===== config.mk =====
export PLATFORM = sky130hd
export DESIGN_NAME = ack_collector
export DESIGN_NICKNAME = d
export VERILOG_FILES = /design/src/rtl/ackc_pkg.sv /design/src/rtl/ackc_lowest.sv /design/src/rtl/ackc_slot.sv /design/src/rtl/ackc_barrier.sv /design/src/rtl/ack_collector.sv
export SDC_FILE = /design/constraint.sdc
export NUM_CORES = 1
export LEC_CHECK = 0
export BUFFER_PORTS_ARGS = -buffer_cell sky130_fd_sc_hd__buf_2
export CORE_AREA = 2 2 96 98
export CTS_BUF_LIST = sky130_fd_sc_hd__clkbuf_8
export CTS_CLUSTER_SIZE = 30
export DETAILED_ROUTE_END_ITERATION = 8
export DIE_AREA = 0 0 98 100
export GPL_ROUTABILITY_DRIVEN = 0
export SYNTH_ARGS = -nofsm -noshare
export SYNTH_HDL_FRONTEND = slang
export SYNTH_SLANG_ARGS = --single-unit

===== constraint.sdc =====
create_clock -name clk -period 2.2 [get_ports clk]
set_clock_uncertainty 0.2 [all_clocks]
set_input_delay 0.33 -clock clk [delete_from_list [all_inputs] [get_ports clk]]
set_output_delay 0.33 -clock clk [all_outputs]
set_load 0.1 [all_outputs]

===== src/rtl/ackc_pkg.sv =====
package ackc_pkg;
    typedef enum logic [1:0] {
        SLOT_FREE   = 2'd0,
        SLOT_WAIT   = 2'd1,
        SLOT_REPORT = 2'd2
    } slot_state_e;

    typedef enum logic {
        BAR_IDLE = 1'b0,
        BAR_HOLD = 1'b1
    } bar_state_e;
endpackage


===== src/rtl/ackc_lowest.sv =====
module ackc_lowest #(
    parameter int N = 4,
    parameter int W = 2
) (
    input  logic [N-1:0] vec,
    output logic         any,
    output logic [W-1:0] idx
);
    always_comb begin
        any = |vec;
        idx = '0;
        for (int i = N - 1; i >= 0; i--) begin
            if (vec[i]) idx = W'(i);
        end
    end
endmodule


===== src/rtl/ackc_slot.sv =====
module ackc_slot
    import ackc_pkg::*;
#(
    parameter int NODES  = 8,
    parameter int NODE_W = 3
) (
    input  logic              clk,
    input  logic              rst_n,
    input  logic              alloc,
    input  logic [NODES-1:0]  alloc_mask,
    input  logic              ack_hit,
    input  logic [NODE_W-1:0] ack_node,
    input  logic              retire,
    output slot_state_e       state_o,
    output logic              dup_o
);
    slot_state_e      state, nxt_state;
    logic [NODES-1:0] mask, nxt_mask;
    logic             node_ok, hit_pending;

    generate
        if ((1 << NODE_W) == NODES) begin : g_full
            assign node_ok = 1'b1;
        end else begin : g_part
            assign node_ok = ({1'b0, ack_node} < (NODE_W + 1)'(NODES));
        end
    endgenerate

    assign hit_pending = node_ok && mask[ack_node];
    assign state_o     = state;

    always_ff @(posedge clk) begin
        if (!rst_n) begin
            state <= SLOT_FREE;
            mask  <= '0;
        end else begin
            state <= nxt_state;
            mask  <= nxt_mask;
        end
    end

    always_comb begin
        nxt_state = state;
        nxt_mask  = mask;
        dup_o     = 1'b0;
        unique case (state)
            SLOT_FREE: begin
                if (ack_hit) dup_o = 1'b1;
                if (alloc) begin
                    nxt_mask  = alloc_mask;
                    nxt_state = (|alloc_mask) ? SLOT_WAIT : SLOT_REPORT;
                end
            end
            SLOT_WAIT: begin
                if (ack_hit) begin
                    if (hit_pending) begin
                        nxt_mask = mask & ~(NODES'(1) << ack_node);
                        if (nxt_mask == '0) nxt_state = SLOT_REPORT;
                    end else begin
                        dup_o = 1'b1;
                    end
                end
            end
            SLOT_REPORT: begin
                if (ack_hit) dup_o = 1'b1;
                if (retire) nxt_state = SLOT_FREE;
            end
            default: nxt_state = SLOT_FREE;
        endcase
    end
endmodule


===== src/rtl/ackc_barrier.sv =====
module ackc_barrier
    import ackc_pkg::*;
#(
    parameter int SLOTS = 4
) (
    input  logic             clk,
    input  logic             rst_n,
    input  logic             bar_req,
    input  logic [SLOTS-1:0] busy,
    input  logic [SLOTS-1:0] retire,
    output logic             bar_ready,
    output logic             bar_done
);
    bar_state_e       state, nxt_state;
    logic [SLOTS-1:0] pending, nxt_pending;

    always_ff @(posedge clk) begin
        if (!rst_n) begin
            state   <= BAR_IDLE;
            pending <= '0;
        end else begin
            state   <= nxt_state;
            pending <= nxt_pending;
        end
    end

    always_comb begin
        nxt_state   = state;
        nxt_pending = pending;
        unique case (state)
            BAR_IDLE: begin
                if (bar_req) begin
                    nxt_pending = busy & ~retire;
                    nxt_state   = BAR_HOLD;
                end
            end
            BAR_HOLD: begin
                nxt_pending = pending & ~retire;
                if (pending == '0) nxt_state = BAR_IDLE;
            end
            default: nxt_state = BAR_IDLE;
        endcase
    end

    assign bar_ready = (state == BAR_IDLE);
    assign bar_done  = (state == BAR_HOLD) && (pending == '0);
endmodule


===== src/rtl/ack_collector.sv =====
module ack_collector
    import ackc_pkg::*;
#(
    parameter int SLOTS  = 4,
    parameter int NODES  = 8,
    localparam int SLOT_W = (SLOTS > 1) ? $clog2(SLOTS) : 1,
    localparam int NODE_W = (NODES > 1) ? $clog2(NODES) : 1
) (
    input  logic              clk,
    input  logic              rst_n,
    input  logic              req_valid,
    input  logic [NODES-1:0]  req_sharers,
    output logic              req_ready,
    output logic [SLOT_W-1:0] req_slot,
    output logic              inv_valid,
    output logic [SLOT_W-1:0] inv_slot,
    output logic [NODES-1:0]  inv_mask,
    input  logic              ack_valid,
    input  logic [SLOT_W-1:0] ack_slot,
    input  logic [NODE_W-1:0] ack_node,
    output logic              done_valid,
    output logic [SLOT_W-1:0] done_slot,
    output logic              dup_err,
    input  logic              bar_req,
    output logic              bar_ready,
    output logic              bar_done
);
    slot_state_e      st   [SLOTS];
    logic [SLOTS-1:0] free_vec, rep_vec, busy_vec, alloc_vec, retire_vec, dup_vec;
    logic             grant, slot_ok;

    generate
        if ((1 << SLOT_W) == SLOTS) begin : g_full
            assign slot_ok = 1'b1;
        end else begin : g_part
            assign slot_ok = ({1'b0, ack_slot} < (SLOT_W + 1)'(SLOTS));
        end
    endgenerate

    ackc_lowest #(.N(SLOTS), .W(SLOT_W)) u_free_pick (
        .vec(free_vec), .any(req_ready), .idx(req_slot)
    );
    ackc_lowest #(.N(SLOTS), .W(SLOT_W)) u_rep_pick (
        .vec(rep_vec), .any(done_valid), .idx(done_slot)
    );

    assign grant = req_valid && req_ready;

    generate
        for (genvar i = 0; i < SLOTS; i++) begin : g_slot
            assign free_vec[i]   = (st[i] == SLOT_FREE);
            assign rep_vec[i]    = (st[i] == SLOT_REPORT);
            assign busy_vec[i]   = !free_vec[i];
            assign alloc_vec[i]  = grant && (req_slot == SLOT_W'(i));
            assign retire_vec[i] = done_valid && (done_slot == SLOT_W'(i));
            ackc_slot #(.NODES(NODES), .NODE_W(NODE_W)) u_slot (
                .clk       (clk),
                .rst_n     (rst_n),
                .alloc     (alloc_vec[i]),
                .alloc_mask(req_sharers),
                .ack_hit   (ack_valid && slot_ok && (ack_slot == SLOT_W'(i))),
                .ack_node  (ack_node),
                .retire    (retire_vec[i]),
                .state_o   (st[i]),
                .dup_o     (dup_vec[i])
            );
        end
    endgenerate

    ackc_barrier #(.SLOTS(SLOTS)) u_bar (
        .clk      (clk),
        .rst_n    (rst_n),
        .bar_req  (bar_req),
        .busy     (busy_vec),
        .retire   (retire_vec),
        .bar_ready(bar_ready),
        .bar_done (bar_done)
    );

    always_ff @(posedge clk) begin
        if (!rst_n) begin
            inv_valid <= 1'b0;
            inv_slot  <= '0;
            inv_mask  <= '0;
            dup_err   <= 1'b0;
        end else begin
            inv_valid <= grant && (|req_sharers);
            inv_slot  <= req_slot;
            inv_mask  <= req_sharers;
            dup_err   <= (|dup_vec) || (ack_valid && !slot_ok);
        end
    end
endmodule


==> run_results.csv <==
group,metric,value,unit
run_status,outcome,"complete, no violations",
sta,fin_ws,94.9,ps
cells_and_area,stdcell_count,601,
yosys,yosysTopAreaCell,"dfxtp_1",
place,postPlaceCellArea,0.00404,mm^2
grt,antenna_found_initial,0,
floorplan,dieArea,0.00980,mm^2
sta,drv_slew,0,
routing,wl_per_cell,19.1,um
setup_path,slowest_stage,"or4_1",
clock_tree,htree_levels,3,
power,leakagePower,1.67,nW
grt,grt-ovfl-total,0,
grt,grt_first_pass_wirelength,18.4,mm
cells_and_area,layout-drive-gt1-share,26.1,%
clock_tree,clockBufferDepth,2,
sta,fin_hold_ws,106,ps
grt,grt_pass1_vias,3406,
floorplan,die_x,98,um
sta,final_hold_viol_count,0,
yosys,synth_top_flop_cell,"dfxtp_1",
yosys,synth_cells,426,
setup_path,critPathKind,"register to output port",
setup_path,max_stage_delay,570,ps
sta,grt_setup_unrepaired,"false",
sta,slew_headroom,59.9,%
setup_path,end_kind,"output port",
setup_path,required,1670,ps
job,cap_violations,0,
setup_path,start_kind,"register",
routing,remaining_drc_errors,0,
routing,detail_route.first_pass.iterations,6,
yosys,yosysWarnings,0,
place,hpwl,8.22,mm
floorplan,die_h,100,um
yosys,synth.avg_cell_area,8.00,um^2
setup_path,arrival,1580,ps
setup_path,timing.critical_path.from,"u_bar.pending[3]$_SDFFE_PN0P_",
yosys,synth_enable_flop_cells,0,
setup_path,r2r_start,"g_slot[2].u_slot.mask[6]$_SDFFE_PN0P_",
place,io_buffers,37,
grt,track_usage,23.9,%
clock_tree,cts.sinks,57,
power,ir_worst_vdd,0.714,mV
floorplan,placement_rows,35,
sta,fin_tns_setup,0,ps
power,power,3.54,mW
routing,drt_first_iter_violations,282,
clock_tree,cts_tree,"yes",
power,power_density,833,mW/mm^2
routing,routed_wl,11.5,mm
hold_path,min-delay-start,"rst_n",
setup_path,critical_path_peak_fanout,2,
sta,worst_pin_slew,599,ps
yosys,synth_nets,444,
sta,setup_viol,0,
hold_path,hold_class,"input port to register",
cells_and_area,fin_area,0.00425,mm^2
sta,min_period_over_period,95.7,%
floorplan,initial_utilization,38.3,%
clock_tree,root_buffer,"clkbuf_8",
yosys,ys_types,59,
yosys,synthTopCellsByArea,"dfxtp_1, a21oi_1, a32oi_1",
routing,vias,3724,
yosys,synth_top_cell_area_share,33.5,%
yosys,ys_seq_area_share,33.5,%
routing,ant_nets,0,
grt,grt_max_degree,32,
clock_tree,cts_made_buffers,9,
place,dpl_worst_slack,-53.6,ps
cells_and_area,post-route-util,47.8,%
cells_and_area,n_antenna_cell,0,
sta,layout_min_cycle_time,2110,ps
yosys,ys_seq_elements,57,
clock_tree,worst_skew_pair.late_latency,360,ps
yosys,ys_async_sr_fraction,0,%
floorplan,io_pins,38,
sta,max_freq,475,MHz
setup_path,worstPathCellList,"or4_1 > nor2_4 > buf_12",
routing,vias_per_cell,6.20,
place,dpl.cell_count,585,
clock_tree,post_cts_buffers,0,
cells_and_area,area_growth_syn_to_layout,24.6,%
clock_tree,cts_hold_buf,0,
cells_and_area,nets,503,
floorplan,coreArea,0.00889,mm^2
yosys,synth_area,0.00341,mm^2
clock_tree,clk_transition_reported_paths,70,ps
[state kept, by name, indices dropped and copies added, names as in the netlist]
register and flops:
u_bar.pending 4, g_slot.u_slot.mask 32, dup_err 1, inv_mask 8, inv_slot 2, inv_valid 1
g_slot.u_slot.state_o 8, u_bar.state 1
[synth_stat cells (3+ instances only)]
cell and number:
nor4_1 3, nand3_1 10, o211ai_1 13, a21oi_1 45
or3b_1 3, o31ai_1 5, nand2_1 42, dfxtp_1 57
buf_6 3, a2bb2oi_1 4, a311oi_1 8, buf_2 7
nand4_1 3, inv_1 7, nor3_1 20, a32oi_1 20
o221ai_1 3, nor2_1 33, o22ai_1 18, a211oi_1 3
and2_1 9, or3_1 4, or2_2 4, clkbuf_1 23
nand2b_1 4, nor2b_1 8, o21ai_0 13, mux2i_1 12
or4_1 3
[timing repair]
action | in CTS | in global routing
endpoints found under the setup margin | 3 | 5
gates resized for setup | 2 | 5
pin swaps | 0 | 0
[cells in the final DEF (no fill, tap or decap), types with 4 or more instances in the layout]
master	netlist	routed
nand2b_1	4	4
or2_2	4	4
inv_1	7	9
o22ai_1	18	17
buf_2	7	30
nand3_1	10	9
buf_12	2	8
or3_1	4	4
nor2b_1	8	6
a21oi_1	45	43
buf_4	0	47
o21ai_0	13	13
mux2i_1	12	12
nor3_1	20	20
a311oi_1	8	8
and2_1	9	9
a2bb2oi_1	4	4
o211ai_1	13	13
nor2_1	33	30
o31ai_1	5	5
dfxtp_1	57	55
a32oi_1	20	20
nand2_1	42	41
clkbuf_8	0	9
[per-layer routing]
metal	track usage, %	part of all wire [%]
met5	0	0
met4	12.7	4.2
met3	4.60	8.9
met2	36.2	44
met1	32.2	43
[cell families after synthesis]
group / synth area share, %
AOI/OAI and AO/OA: 32.2
DFF: 33.5
and+or+nand+nor: 23.9
muxes: 3.53
buffers and inverters: 6.83
[critical path, delay by kind of cell (launching register included)]
| kind | cells | cell delay [ps] |
|---|---|---|
| buf+inv | 1 | 180 |
| flops | 1 | 320 |
| simple gates | 2 | 710 |
[area by class of cell]
cell class,instances,area [um^2]
Fill cell,869,4640
Multi-Input combinational cell,324,2080
Sequential cell,57,1140
Timing Repair Buffer,85,663
Tap cell,111,139
Clock buffer,9,124
Clock inverter,7,63.8
Inverter,8,30.0
[report_power, final]
group	total, mW	internal [mW]	switching, mW
clock	0.974	0.512	0.462
sequential	1.24	1.13	0.113
combinational	1.32	0.469	0.848
total	3.54	2.11	1.42
[path summary, 6_finish.rpt]
| kind | end | depth (start not counted) | slack, ps |
|---|---|---|---|
| hold / removal | g_slot[3].u_slot.mask[5]$_SDFFE_PN0P_ | 2 | 110 |
| setup / recovery | bar_done | 3 | 90 |
| hold reg to reg | g_slot[0].u_slot.mask[0]$_SDFFE_PN0P_ | 2 | 310 |
| setup reg to reg | g_slot[2].u_slot.mask[4]$_SDFFE_PN0P_ | 5 | 200 |
No activity file was read; power rests on OpenSTA's default activity.
